--- src/rtl/rx_pack_pkg.sv ---
package rx_pack_pkg;
    localparam int LVL_W = 6;
    localparam int WORD_W = 32;
    localparam int BYTE_W = 8;
    localparam int CNT_W = 3;

    typedef struct packed {
        logic [WORD_W-1:0] data;
        logic [CNT_W-1:0]  cnt;
    } rx_entry_t;
endpackage

--- src/rtl/rx_byte_packer.sv ---
module rx_byte_packer
    import rx_pack_pkg::*;
(
    input  logic              clk,
    input  logic              rst_n,
    input  logic              enable,
    input  logic              flush,
    input  logic              byte_vld,
    input  logic [BYTE_W-1:0] byte_in,
    input  logic              byte_last,
    output logic              push_o,
    output rx_entry_t         entry_o
);
    localparam int ACC_W = WORD_W - BYTE_W;

    typedef enum logic [1:0] {PK_IDLE, PK_HAVE1, PK_HAVE2, PK_HAVE3} pk_state_t;

    pk_state_t state, nxt;
    logic [ACC_W-1:0] acc;
    logic take;

    // state register
    always_ff @(posedge clk or negedge rst_n) begin
        if (!rst_n)
            state <= PK_IDLE;
        else if (flush)
            state <= PK_IDLE;
        else
            state <= nxt;
    end

    // collected bytes, low aligned, cleared whenever an entry closes
    always_ff @(posedge clk or negedge rst_n) begin
        if (!rst_n)
            acc <= '0;
        else if (flush)
            acc <= '0;
        else if (take)
            acc <= push_o ? '0 : {acc[ACC_W-BYTE_W-1:0], byte_in};
    end

    // next state and outputs
    always_comb begin
        take          = enable && byte_vld && !flush;
        nxt           = state;
        push_o        = 1'b0;
        entry_o.data  = {acc, byte_in};
        entry_o.cnt   = '0;
        unique case (state)
            PK_IDLE: begin
                if (take) begin
                    if (byte_last) begin
                        push_o      = 1'b1;
                        entry_o.cnt = CNT_W'(1);
                    end else begin
                        nxt = PK_HAVE1;
                    end
                end
            end
            PK_HAVE1: begin
                if (take) begin
                    if (byte_last) begin
                        push_o      = 1'b1;
                        entry_o.cnt = CNT_W'(2);
                        nxt         = PK_IDLE;
                    end else begin
                        nxt = PK_HAVE2;
                    end
                end
            end
            PK_HAVE2: begin
                if (take) begin
                    if (byte_last) begin
                        push_o      = 1'b1;
                        entry_o.cnt = CNT_W'(3);
                        nxt         = PK_IDLE;
                    end else begin
                        nxt = PK_HAVE3;
                    end
                end
            end
            PK_HAVE3: begin
                if (take) begin
                    push_o      = 1'b1;
                    entry_o.cnt = CNT_W'(4);
                    nxt         = PK_IDLE;
                end
            end
            default: nxt = PK_IDLE;
        endcase
    end

    // a push without the marker is always a complete word
    p_full_word_r2: assert property (@(posedge clk) disable iff (!rst_n)
        (push_o && !byte_last) |-> (entry_o.cnt == CNT_W'(4)));

    // partial entries keep their top lane empty
    p_low_align_r3: assert property (@(posedge clk) disable iff (!rst_n)
        (push_o && entry_o.cnt != CNT_W'(4)) |-> (entry_o.data[WORD_W-1 -: BYTE_W] == '0));

    // nothing is pushed while disabled
    p_disabled_quiet_r7: assert property (@(posedge clk) disable iff (!rst_n)
        !enable |-> !push_o);
endmodule

--- src/rtl/rx_entry_store.sv ---
module rx_entry_store
    import rx_pack_pkg::*;
#(
    parameter int DEPTH = 8
) (
    input  logic             clk,
    input  logic             rst_n,
    input  logic             flush,
    input  logic             push,
    input  rx_entry_t        push_entry,
    input  logic             pop,
    output rx_entry_t        head,
    output logic [LVL_W-1:0] level,
    output logic             ovf,
    output logic             unf
);
    localparam int PTR_W = (DEPTH > 1) ? $clog2(DEPTH) : 1;
    localparam logic [LVL_W-1:0] FULL_LVL = LVL_W'(DEPTH);
    localparam logic [PTR_W-1:0] LAST_PTR = PTR_W'(DEPTH - 1);

    rx_entry_t mem [DEPTH];
    logic [PTR_W-1:0] wr_ptr, rd_ptr;
    logic empty, full, do_pop, do_push;

    function automatic logic [PTR_W-1:0] adv(input logic [PTR_W-1:0] p);
        return (p == LAST_PTR) ? '0 : p + PTR_W'(1);
    endfunction

    always_comb begin
        empty   = (level == '0);
        full    = (level == FULL_LVL);
        do_pop  = pop && !empty;
        do_push = push && (!full || do_pop);
    end

    always_ff @(posedge clk) begin
        if (do_push && !flush)
            mem[wr_ptr] <= push_entry;
    end

    always_ff @(posedge clk or negedge rst_n) begin
        if (!rst_n) begin
            wr_ptr <= '0;
            rd_ptr <= '0;
            level  <= '0;
            ovf    <= 1'b0;
            unf    <= 1'b0;
        end else if (flush) begin
            wr_ptr <= '0;
            rd_ptr <= '0;
            level  <= '0;
            ovf    <= 1'b0;
            unf    <= 1'b0;
        end else begin
            if (do_push) wr_ptr <= adv(wr_ptr);
            if (do_pop)  rd_ptr <= adv(rd_ptr);
            unique case ({do_push, do_pop})
                2'b10:   level <= level + LVL_W'(1);
                2'b01:   level <= level - LVL_W'(1);
                default: level <= level;
            endcase
            if (push && !do_push) ovf <= 1'b1;
            if (pop && empty)     unf <= 1'b1;
        end
    end

    always_comb begin
        head = empty ? '0 : mem[rd_ptr];
    end

    // the level never exceeds the storage
    p_fill_bound_r4: assert property (@(posedge clk) disable iff (!rst_n)
        level <= FULL_LVL);

    // without flush the level moves by at most one per cycle
    p_level_step_r10: assert property (@(posedge clk) disable iff (!rst_n)
        !flush |=> (level == $past(level)) || (level == $past(level) + 1'b1)
                   || (level + 1'b1 == $past(level)));

    // overflow is sticky until flush
    p_ovf_sticky_r8: assert property (@(posedge clk) disable iff (!rst_n)
        (ovf && !flush) |=> ovf);

    // underflow is sticky until flush
    p_unf_sticky_r9: assert property (@(posedge clk) disable iff (!rst_n)
        (unf && !flush) |=> unf);

    // flush leaves an empty store
    p_flush_empty_r6: assert property (@(posedge clk) disable iff (!rst_n)
        flush |=> (level == '0) && !ovf && !unf);
endmodule

--- src/rtl/rx_pack_fifo.sv ---
module rx_pack_fifo
    import rx_pack_pkg::*;
#(
    parameter int DEPTH = 8
) (
    input  logic              clk,
    input  logic              rst_n,
    input  logic              buf_en,
    input  logic              flush,
    input  logic [LVL_W-1:0]  trig_lvl,
    input  logic              rx_valid,
    input  logic [BYTE_W-1:0] rx_byte,
    input  logic              rx_last,
    input  logic              pop,
    output logic [WORD_W-1:0] head_data,
    output logic [CNT_W-1:0]  head_count,
    output logic [LVL_W-1:0]  fill_level,
    output logic              rx_irq,
    output logic              ovf_flag,
    output logic              unf_flag
);
    rx_entry_t pk_entry, hd_entry;
    logic pk_push;

    rx_byte_packer u_packer (
        .clk       (clk),
        .rst_n     (rst_n),
        .enable    (buf_en),
        .flush     (flush),
        .byte_vld  (rx_valid),
        .byte_in   (rx_byte),
        .byte_last (rx_last),
        .push_o    (pk_push),
        .entry_o   (pk_entry)
    );

    rx_entry_store #(.DEPTH(DEPTH)) u_store (
        .clk        (clk),
        .rst_n      (rst_n),
        .flush      (flush),
        .push       (pk_push),
        .push_entry (pk_entry),
        .pop        (pop),
        .head       (hd_entry),
        .level      (fill_level),
        .ovf        (ovf_flag),
        .unf        (unf_flag)
    );

    always_comb begin
        head_data  = hd_entry.data;
        head_count = hd_entry.cnt;
        rx_irq     = (fill_level >= trig_lvl);
    end

    // an empty FIFO shows a blank head
    p_empty_head_r9: assert property (@(posedge clk) disable iff (!rst_n)
        (fill_level == '0) |-> (head_count == '0) && (head_data == '0));

    // a stored entry always carries 1 to 4 bytes
    p_head_count_r4: assert property (@(posedge clk) disable iff (!rst_n)
        (fill_level != '0) |-> (head_count >= CNT_W'(1)) && (head_count <= CNT_W'(4)));
endmodule

--- config.mk ---
export PLATFORM = sky130hd
export DESIGN_NAME = rx_pack_fifo
export DESIGN_NICKNAME = d
export VERILOG_FILES = /design/src/rtl/rx_pack_pkg.sv /design/src/rtl/rx_byte_packer.sv /design/src/rtl/rx_entry_store.sv /design/src/rtl/rx_pack_fifo.sv
export SDC_FILE = /design/constraint.sdc
export NUM_CORES = 1
export LEC_CHECK = 0
export BUFFER_PORTS_ARGS = -buffer_cell sky130_fd_sc_hd__buf_2
export CORE_MARGIN = 2
export CORE_UTILIZATION = 52
export DETAILED_ROUTE_END_ITERATION = 8
export GPL_ROUTABILITY_DRIVEN = 0
export GPL_TIMING_DRIVEN = 0
export PLACE_DENSITY = 0.81
export SYNTH_ARGS = -nofsm -noshare
export SYNTH_HDL_FRONTEND = slang
export SYNTH_SLANG_ARGS = --single-unit
--- constraint.sdc ---
create_clock -name clk -period 7.29 [get_ports clk]
set_input_delay 0 -clock clk [delete_from_list [all_inputs] [get_ports clk]]
set_output_delay 0 -clock clk [all_outputs]
set_load 0.02 [all_outputs]
==> flow_metrics.py, run 1 <==
metrics = {
    "timing": {
        "hold_viol_final": 0,
        "post-route-min-period_ns": 3.20,
        "setup_viol": 0,
        "maxSlewHeadroom_pct": 36.0,
        "fin_worst_skew_ns": 0.0113,
        "rsz0062_at_grt": "no",
        "fin_crit_sh_pct": 43.9,
        "fmax_ghz": 0.313,
        "slew_viol_final": 0,
        "setup_tns_ns": 0,
        "worst_pin_slew_ns": 0.960,
    },
    "synth": {
        "ys.flop_type": "edfxtp_1",
        "synth_sequential_area_ratio_pct": 74.6,
        "yosys_warnings": 0,
        "synthCells": 636,
        "synth_top_area_cell": "edfxtp_1",
        "synth_nets": 672,
        "netlist_top_cells_count": "280 x edfxtp_1, 70 x mux4_2, 58 x nor2_1, 40 x dfrtp_1, 40 x mux2i_1",
        "yosys_register_bits": 320,
        "syn_avg_cell_area_um2": 19.8,
        "synth_top_area_share_pct": 66.6,
        "yosysUniqueCellTypes": 35,
        "syn_area_um2": 12600,
        "synth_edf_count": 280,
        "synthArstFlopShare_pct": 12.5,
        "synth.most_common_cell": "edfxtp_1",
        "synth.area.top_cells": "edfxtp_1 67%, mux4_2 12%, dfrtp_1 7.9%, mux2i_1 3.2%, nor2_1 1.7%",
    },
    "cells_and_area": {
        "layout-drive-gt1-share_pct": 27.0,
        "syn2layout_area_growth_pct": 16.4,
        "layoutNonFillerInstCount": 1106,
        "diodes": 0,
        "fin_nets": 796,
    },
    "global_route": {
        "grt-ovfl-total": 0,
        "grt_usage_pct": 21.9,
        "grt_pass1_vias": 6987,
        "grt_max_degree": 41,
        "grt_antenna_before_repair": 0,
        "grt_pass1_wl_mm": 41.8,
    },
    "drt": {
        "drc": 0,
        "wire_per_inst_um": 25.1,
        "drt-pass1-iter-count": 5,
        "via_per_inst": 6.01,
        "vias": 6645,
        "drtIter0Drc": 730,
        "ant_nets": 0,
        "wl_mm": 27.7,
    },
    "status": {
        "run_status": "complete, no violations",
    },
    "floorplan": {
        "initial_core_util_pct": 52.5,
        "die_h_um": 160,
        "die_area_um2": 25500,
        "rows": 57,
        "core_area_um2": 24000,
        "ios": 65,
        "die_w_um": 160,
    },
    "clock_tree": {
        "cts_tree": "done",
        "htree_levels": 1,
        "cts.sinks": 320,
        "clkSlewWorstSetupHoldPaths_ns": 0.06,
        "cts_buffer_depth": 3,
        "cts-buffers-inserted": 29,
        "clk_latency_ns": 0.57,
        "cts-root-buf": "clkbuf_16",
    },
    "setup_path": {
        "crit_chain": "buf_2 > a21oi_1 > or2_2 > clkbuf_1 > nor2_1 > nand2_1 > nor3_2 > buf_6 > buf_8 > buf_6",
        "arrival_ns": 3.48,
        "cp_top_family": "simple AND/OR/NAND/NOR gates",
        "cp_max_fo": 8,
        "endpoint_kind": "register",
        "worstSetupPathType": "register to register",
        "rr_worst_depth": 10,
        "critical_path.max_stage_delay_ns": 0.69,
        "cp_common_cell": "buf_6",
        "cp-start-kind": "register",
        "slowest_stage": "nor3_2",
        "worst-path-buf-inv": 5,
        "cp_data_required_time_ns": 7.57,
        "r2r-end": "u_store.mem[1][18]$_DFFE_PP_",
        "r2r-start": "u_packer.state[0]$_DFFE_PN0P_",
        "worst-path-stages": 10,
        "r2r_slack_ns": 4.09,
    },
    "pwr": {
        "peakVddDrop_mv": 0.215,
        "power.density_nw_per_um2": 337,
        "p_leak_nw": 5.08,
    },
    "place": {
        "place_inst": 1038,
        "io_buffers": 64,
        "dp_hpwl_mm": 16.7,
    },
    "run": {
        "maxCapViolations": 0,
    },
    "min_path": {
        "holdCritPathClass": "primary input to async pin",
    },
}
## layout make-up
class / instances / area (µm²)
flip-flops and latches: 320 / 9410
clock inverters: 11 / 72.6
clock buffers: 42 / 805
inverters: 7 / 26.3
fillers: 1600 / 9360
plain buffers: 32 / 131
multi-input cells: 277 / 3100
well taps: 324 / 405
repair buffers: 93 / 726
## power by group
group	total (mW)	leakage (nW)	switching [mW]	internal, mW
Combinational	1.49	1.52	0.876	0.610
Sequential	2.04	3.13	0.0389	2.00
Clock	1.41	0.427	0.644	0.770
Total	4.94	5.08	1.56	3.38
## metal layers
layer	share of wire, %	global-route usage, %	up-vias
li1	-	-	2809
met1	38	27.5	3443
met2	53	38.7	335
met3	6.4	3.56	58
met4	2.8	8.18	0
met5	0	0	-
## through the flow
stage | hold WS, ns | power, mW | setup WS, ns | utilization, % | area (µm²)
5_1_grt | 0.208 | 5.14 | 3.89 | 61.1 | 14700
6_report | 0.136 | 4.94 | 4.09 | 61.1 | 14700
3_3_place_gp | 0.157 | 3.52 | 0.479 | 55.5 | 13300
2_1_floorplan | -0.296 | 3.12 | 3.02 | - | 12600
3_5_place_dp | 0.168 | 3.55 | 4.09 | 56.8 | 13700
4_1_cts | 0.156 | 4.96 | 4.07 | 61.1 | 14700
## layout by cell type, fill, tap and decap left out, types with 12 or more instances in the layout
cell and instances:
nor2_1 52, a22o_1 24, clkbuf_1 27, dlygate4sd3_1 15, dfrtp_1 40, edfxtp_1 280
mux2i_1 40, buf_2 73, mux4_2 70, a21oi_1 13, clkbuf_16 29, ha_1 14
nand2_1 12
## registers in the layout (all words and copies together), names as in the netlist
| register | count |
|---|---|
| u_packer.state | 2 |
| u_packer.acc | 24 |
| u_store.rd_ptr | 3 |
| u_store.level | 6 |
| u_store.ovf | 1 |
| u_store.unf | 1 |
| u_store.mem | 280 |
| u_store.wr_ptr | 3 |
## repair_timing
item / in CTS / in global routing
resized for setup: 0 / 0
hold buffers: 15 / 0
hold endpoints to repair: 148 / 0
setup buffers: 0 / 0
## logic make-up after synthesis
kind of cell | count (synthesis) | synth area share, %
AO/OA/AOI/OAI | 53 | 3.23
XOR/XNOR | 5 | 0.347
adder cells (fa/ha/maj) | 15 | 1.55
buffers and inverters | 39 | 1.25
flip-flops | 320 | 74.6
multiplexers | 111 | 15.8
AND/OR/NAND/NOR | 93 | 3.28
## worst max path at each step
| stage | slack, ns | start | endpoint |
|---|---|---|---|
| after global routing | 3.89 | u_packer.state[0]$_DFFE_PN0P_ | u_store.mem[1][26]$_DFFE_PP_ |
| final | 4.09 | u_packer.state[0]$_DFFE_PN0P_ | u_store.mem[1][18]$_DFFE_PP_ |
| after detailed placement | 4.09 | u_packer.state[0]$_DFFE_PN0P_ | u_store.mem[1][18]$_DFFE_PP_ |
| after floorplan | 3.02 | u_packer.state[0]$_DFFE_PN0P_ | u_store.mem[0][0]$_DFFE_PP_ |
| after global placement | 0.48 | u_packer.state[0]$_DFFE_PN0P_ | u_store.mem[0][18]$_DFFE_PP_ |
| after CTS | 4.07 | u_packer.state[0]$_DFFE_PN0P_ | u_store.mem[1][26]$_DFFE_PP_ |
(Power assumes the default switching activity.)
==> run 2, diff against run 1 <==
--- a/config.mk
+++ b/config.mk
@@ -5,6 +5,7 @@
 export SDC_FILE = /design/constraint.sdc
 export NUM_CORES = 1
 export LEC_CHECK = 0
+export ABC_AREA = 1
 export BUFFER_PORTS_ARGS = -buffer_cell sky130_fd_sc_hd__buf_2
 export CORE_MARGIN = 2
 export CORE_UTILIZATION = 52
==> constraint.sdc (replaced) <==
create_clock -name clk -period 3 [get_ports clk]
set_input_delay 0 -clock clk [delete_from_list [all_inputs] [get_ports clk]]
set_output_delay 0 -clock clk [all_outputs]
set_load 0.02 [all_outputs]
==> run 2 against run 1 <==
Effect of this change:
- area after synthesis is 6.4% higher
- sequential cell count stayed put
- combinational power grew to 2.8 times the previous value
- sequential power is 140% higher
- critical path depth stayed put
- non-clock buffer count is 29 higher
- via count is 39% higher
- worst hold slack worse by 0.13 ns
- critical endpoint is now u_store.mem[1][22]$_DFFE_PP_
- setup slack worse by 3.9 ns
- final area is 6.1% higher
==> flow_metrics.py, run 2 <==
metrics = {
    "status": {
        "run_status": "complete, no violations",
    },
    "drt": {
        "drc": 0,
        "wl_mm": 32.7,
        "drtIter0Drc": 1064,
        "ant_nets": 0,
        "vias": 9210,
        "drt-pass1-iter-count": 5,
        "via_per_inst": 5.90,
        "wire_per_inst_um": 21.0,
    },
    "global_route": {
        "grt_max_degree": 41,
        "grt_pass1_vias": 9373,
        "grt-ovfl-total": 0,
        "grt_pass1_wl_mm": 50.3,
        "grt_usage_pct": 24.4,
        "grt_antenna_before_repair": 0,
    },
    "cells_and_area": {
        "top_register": "u_store.mem",
        "syn2layout_area_growth_pct": 16.0,
        "final_cell_mix": "291 x nor2_1, 280 x edfxtp_1, 132 x o21ai_1",
        "reg_top3": "u_store.mem: 280 flops, u_packer.acc: 24 flops, u_store.level: 6 flops",
        "fin_nets": 1244,
        "register_area_um2": 9410,
        "final_common_cell": "nor2_1",
        "layoutNonFillerInstCount": 1562,
        "layout-drive-gt1-share_pct": 18.3,
        "multi_input_area_um2": 3520,
        "diodes": 0,
        "fin_area_um2": 15600,
        "fillers": 1841,
        "largest_register_ffs": 280,
    },
    "floorplan": {
        "ios": 65,
        "die_h_um": 165,
        "core_area_um2": 25300,
        "rows": 58,
        "die_w_um": 165,
        "initial_core_util_pct": 53.2,
        "die_area_um2": 27100,
    },
    "run": {
        "maxCapViolations": 0,
    },
    "setup_path": {
        "crit_end": "u_store.mem[1][22]$_DFFE_PP_",
        "endpoint_kind": "register",
        "cp-start-kind": "register",
        "arrival_ns": 3.07,
        "r2r-end": "u_store.mem[1][22]$_DFFE_PP_",
        "startpoint": "u_store.level[1]$_DFFE_PN0P_",
        "cp_data_required_time_ns": 3.26,
        "rr_worst_depth": 10,
        "r2r-start": "u_store.level[1]$_DFFE_PN0P_",
        "r2r_slack_ns": 0.19,
        "worstSetupPathType": "register to register",
        "cp_max_fo": 10,
    },
    "timing": {
        "fmax_ghz": 0.356,
        "setup_viol": 0,
        "fin_worst_skew_ns": 0.0145,
        "hold_viol_final": 0,
        "setup_tns_ns": 0,
        "slew_viol_final": 0,
        "postLayoutSetupSlackWorst_ns": 0.191,
        "post-route-min-period_ns": 2.81,
        "worst_pin_slew_ns": 0.989,
        "rsz0062_at_grt": "no",
        "maxSlewHeadroom_pct": 34.1,
        "fin_crit_sh_pct": 93.6,
    },
    "place": {
        "io_buffers": 63,
        "dpl_cell_area_um2": 14500,
        "dp_hpwl_mm": 21.0,
        "place_inst": 1490,
        "dp_slack_ns": 0.174,
    },
    "pwr": {
        "power.total_mw": 12.8,
        "power.density_nw_per_um2": 823,
        "peakVddDrop_mv": 0.489,
        "p_leak_nw": 5.64,
    },
    "clock_tree": {
        "clk_latency_ns": 0.56,
        "clkSlewWorstSetupHoldPaths_ns": 0.06,
        "htree_levels": 1,
        "cts_buffer_depth": 3,
        "cts-root-buf": "clkbuf_16",
        "cts-buffers-inserted": 30,
        "cts.sinks": 320,
        "cts_tree": "done",
    },
    "synth": {
        "yosys_register_bits": 320,
        "yosys_warnings": 0,
        "synth_xor_area_share_pct": 0.196,
        "yosysUniqueCellTypes": 36,
        "synth_top_family_by_area": "compound AO/OA/AOI/OAI gates",
        "netlist_top_cells_count": "295 x nor2_1, 280 x edfxtp_1, 132 x o21ai_1, 69 x o21ai_0, 41 x nand2_1",
        "synth_top_area_share_pct": 62.6,
        "synthArstFlopShare_pct": 12.5,
        "synth.area.top_cells": "edfxtp_1 63%, nor2_1 8.2%, dfrtp_1 7.5%, o21ai_1 4.9%, o32ai_2 4.1%",
        "synth.area.mux_share_pct": 0,
        "synth_compound_area_share_pct": 12.7,
        "synthAdderAreaFrac_pct": 1.45,
        "syn_avg_cell_area_um2": 12.4,
        "ys.flop_type": "edfxtp_1",
        "synth_nets": 1120,
        "yosys.area_share.simple_pct": 11.4,
        "synth_top_area_cell": "edfxtp_1",
        "synth_edf_count": 280,
        "synthCells": 1084,
        "syn_area_um2": 13400,
        "synth.most_common_cell": "nor2_1",
        "synth_sequential_area_ratio_pct": 70.1,
    },
    "min_path": {
        "holdCritPathClass": "primary input to register",
        "hp-start": "rx_valid",
    },
}
[run 2: cell types whose count changed after synthesis, sizes merged, moves of 6 or more]
cell,previous run,this run
nand2b,6,0
nand3,2,23
mux4,70,0
buf,15,41
mux2i,40,0
nor2,58,299
nand2,12,46
o21ai,6,201
o32ai,1,35
inv,7,47
o22ai,1,8
a22o,24,0
[run 2: worst min path at each step]
stage	end	cells after the start
global placement	u_store.unf$_DFFE_PN0P_	1
floorplan	u_packer.acc[0]$_DFFE_PN0P_	0
detailed placement	u_store.unf$_DFFE_PN0P_	1
global route	u_packer.state[1]$_DFFE_PN0P_	4
finish	u_packer.state[1]$_DFFE_PN0P_	4
CTS	u_packer.state[1]$_DFFE_PN0P_	4
[run 2: repair_timing]
action / in CTS / in global routing
hold buffers: 13 / 0
buffers inserted: 0 / 3
setup endpoints to repair: 0 / 14
gates resized for setup: 0 / 0
hold endpoints to repair: 151 / 0
[run 2: kinds of logic after synthesis]
group / Yosys count
compound gates: 256
xor+xnor: 3
fa+ha+maj: 15
buf+inv: 110
flops: 320
simple gates: 380
[run 2: cell type report]
type | count | share of cell area [%]
Buffer | 62 | 2.45
Clock inverter | 12 | 0.562
Sequential cell | 320 | 60.4
Clock buffer | 44 | 5.70
Timing Repair Buffer | 92 | 4.48
Inverter | 48 | 1.17
Tap cell | 330 | 2.65
Multi-Input combinational cell | 654 | 22.6
[run 2: worst max-delay path, cell delays in order, from the launching register on]
cell	delay, ns
dfrtp_1	0.48
nor2_1	0.12
nand3_2	0.11
nand2_2	0.10
inv_2	0.11
nor2_2	0.07
nor2_4	0.13
nand2_1	0.21
nor3_2	0.69
buf_8	0.24
buf_4	0.23
[run 2: per-stage QoR]
| step | util [%] | hold slack [ns] |
|---|---|---|
| 2_1_floorplan | - | -0.296 |
| 3_3_place_gp | 56.1 | 0.196 |
| 3_5_place_dp | 57.2 | 0.203 |
| 4_1_cts | 61.6 | 0.00834 |
| 5_1_grt | 61.7 | 0.0323 |
| 6_report | 61.7 | 0.00628 |
[run 2: report_power, final]
group          leakage (nW)  switching [mW]  total (mW)  internal, mW
registers              3.06          0.0545        4.91          4.85
clock network         0.476            1.61        3.74          2.14
logic                  2.10            2.78        4.17          1.39
total                  5.64            4.44        12.8          8.38
[run 2: routing by layer]
layer / GRT usage [%] / up-vias / share of wire (%)
met2: 41.5 / 494 / 50
met3: 3.79 / 107 / 8.7
met5: 0 / - / 0
li1: - / 4117 / -
met1: 31.2 / 4492 / 38
met4: 10.9 / 0 / 3.6
==> run 3, diff against run 2 <==
--- a/config.mk
+++ b/config.mk
@@ -5,7 +5,7 @@
 export SDC_FILE = /design/constraint.sdc
 export NUM_CORES = 1
 export LEC_CHECK = 0
-export ABC_AREA = 1
+export ABC_AREA = 0
 export BUFFER_PORTS_ARGS = -buffer_cell sky130_fd_sc_hd__buf_2
 export CORE_MARGIN = 2
 export CORE_UTILIZATION = 52
==> run 3 against run 2 <==
Effect of this change:
- setup slack got worse by 0.18 ns
- non-clock buffer count decreased by 30
- routed wire length decreased by 16%
- worst hold slack improved by 0.16 ns
- total power decreased by 5.7%
- count of clock-buffer cells in the layout increased by 5
- combinational power decreased by 13%
- utilization decreased by 0.33 points
- sequential power increased by 1%
- cell count decreased by 29%
- largest cell class unchanged
==> flow_metrics.py, run 3 (synthesis gave the netlist of run 1 again) <==
metrics = {
    "status": {
        "run_status": "complete, no violations",
    },
    "pwr": {
        "p_clk_share_pct": 28.8,
        "switching_share_pct": 30.8,
        "internal_power_mw": 8.37,
        "seq_power_share_pct": 41.2,
        "power_frac_comb_pct": 30.0,
        "p_leak_nw": 5.03,
        "power.density_nw_per_um2": 819,
        "p_sw_mw": 3.72,
        "peakVddDrop_mv": 0.483,
    },
    "clock_tree": {
        "cts-root-buf": "clkbuf_16",
        "clk_latency_ns": 0.54,
        "cts_buffer_depth": 3,
        "htree_levels": 1,
        "cts-buffers-inserted": 29,
        "cts_tree": "done",
        "clkSlewWorstSetupHoldPaths_ns": 0.06,
        "cts.sinks": 320,
    },
    "floorplan": {
        "ios": 65,
        "die_area_um2": 25500,
        "rows": 57,
        "initial_core_util_pct": 52.5,
        "core_area_um2": 24000,
        "die_h_um": 160,
        "die_w_um": 160,
    },
    "timing": {
        "maxSlewHeadroom_pct": 12.2,
        "setup_viol": 0,
        "postLayoutSetupSlackWorst_ns": 0.0146,
        "slew_viol_final": 0,
        "hold-worst-slack_ns": 0.165,
        "post-route-min-period_ns": 2.99,
        "fin_crit_sh_pct": 99.5,
        "hold_viol_final": 0,
        "worst_pin_slew_ns": 1.30,
        "fin_worst_skew_ns": 0.00660,
        "fmax_ghz": 0.335,
    },
    "cells_and_area": {
        "syn2layout_area_growth_pct": 16.9,
        "fillers": 1620,
        "reg_top3": "u_store.mem: 280 flops, u_packer.acc: 24 flops, u_store.level: 6 flops",
        "fin_nets": 795,
        "diodes": 0,
        "final_cell_mix": "280 x edfxtp_1, 75 x buf_2, 70 x mux4_2",
        "final_common_cell": "edfxtp_1",
        "top_register": "u_store.mem",
        "largest_register_ffs": 280,
        "layout-drive-gt1-share_pct": 27.5,
    },
    "drt": {
        "wire_per_inst_um": 24.9,
        "drt-pass1-iter-count": 6,
        "vias": 6656,
        "wl_mm": 27.6,
        "ant_nets": 0,
        "via_per_inst": 6.02,
        "drc": 0,
        "drtIter0Drc": 701,
    },
    "min_path": {
        "holdCritPathClass": "primary input to async pin",
    },
    "setup_path": {
        "endpoint_kind": "register",
        "rr_worst_depth": 9,
        "worstSetupPathType": "register to register",
        "cp-start-kind": "register",
        "r2r-start": "u_store.level[0]$_DFFE_PN0P_",
        "r2r_slack_ns": 0.01,
        "r2r-end": "u_store.level[5]$_DFFE_PN0P_",
        "cp_data_required_time_ns": 3.42,
        "arrival_ns": 3.40,
        "cp_max_fo": 7,
    },
    "global_route": {
        "grt_pass1_vias": 6976,
        "grt_antenna_before_repair": 0,
        "grt_pass1_wl_mm": 41.4,
        "grt_usage_pct": 21.5,
        "grt_max_degree": 41,
        "grt-ovfl-total": 0,
    },
    "place": {
        "dp_hpwl_mm": 16.3,
        "io_buffers": 64,
        "dp_slack_ns": -0.0694,
    },
    "run": {
        "maxCapViolations": 0,
    },
}
run 3: cell count changes in the layout (fill, tap and decap cells not counted), moves of 8 or more:
cell / previous run / this run
o21ai_1: 132 / 0
nand2_1: 41 / 12
mux2i_1: 0 / 40
o21ai_0: 69 / 6
inv_1: 38 / 7
nor2_1: 291 / 51
inv_2: 8 / 0
o32ai_2: 34 / 0
a22o_1: 0 / 24
buf_6: 18 / 0
mux4_2: 0 / 70
nand3_1: 20 / 2
buf_2: 83 / 75
run 3: stage by stage:
step | setup TNS [ns] | total power [mW] | cells | util, % | area, µm²
global route | -0.0332 | 12.6 | 1105 | 61.4 | 14700
global placement | -475.71 | 8.55 | 1024 | 55.6 | 13400
detailed placement | -1.12 | 8.63 | 1034 | 56.8 | 13700
floorplan | -78.00 | 7.58 | 636 | - | 12600
CTS | 0 | 12.1 | 1103 | 61.2 | 14700
finish | 0 | 12.1 | 1105 | 61.4 | 14700
run 3: final cells by class:
type	instances	area, µm²	area share, %
clock inverters	4	43.8	0.297
clock buffers	49	841	5.70
flip-flops and latches	320	9410	63.8
inverters	7	26.3	0.178
repair buffers	92	751	5.09
well taps	324	405	2.75
plain buffers	32	140	0.950
multi-input cells	277	3130	21.2
run 3: layer usage:
metal	GRT usage (%)	routed length [µm]
met5	0	0
met4	8.35	1030
met3	2.78	1630
met2	37.5	14300
met1	27.7	10600
run 3: timing repair:
item | CTS | global route
setup endpoints to repair | 43 | 45
gates cloned | 0 | 0
hold buffers | 15 | 0
setup buffers | 1 | 2
pin swaps | 1 | 3
resized for setup | 6 | 6
hold endpoints to repair | 139 | 0
run 3: critical path: stages (launching register included):
cell and delay (ns):
dfrtp_2 0.47, or4_4 0.61, nor3_4 0.16, nor2_2 0.12, ha_1 0.38, o21ai_0 0.25, o21bai_1 0.10, a21oi_1 0.21
mux2i_1 0.22, mux2_2 0.35
run 3: worst max-delay path by stage:
stage                                  startpoint                           end  cells after the start
floorplan           u_packer.state[0]$_DFFE_PN0P_   u_store.mem[6][0]$_DFFE_PP_                      6
global placement    u_packer.state[0]$_DFFE_PN0P_   u_store.mem[2][8]$_DFFE_PP_                      6
detailed placement  u_packer.state[0]$_DFFE_PN0P_  u_store.mem[1][14]$_DFFE_PP_                      9
CTS                 u_packer.state[0]$_DFFE_PN0P_   u_store.mem[0][8]$_DFFE_PP_                      8
global route         u_store.level[0]$_DFFE_PN0P_  u_store.level[5]$_DFFE_PN0P_                      9
finish               u_store.level[0]$_DFFE_PN0P_  u_store.level[5]$_DFFE_PN0P_                      9
run 3: power groups by stage:
stage	sequential, mW	combinational, mW	clock, mW
4_1_cts	4.96	3.64	3.52
5_1_grt	4.98	3.91	3.68
3_5_place_dp	5.06	3.57	0
2_1_floorplan	5.08	2.50	0
6_report	4.98	3.63	3.48
3_3_place_gp	5.05	3.50	0
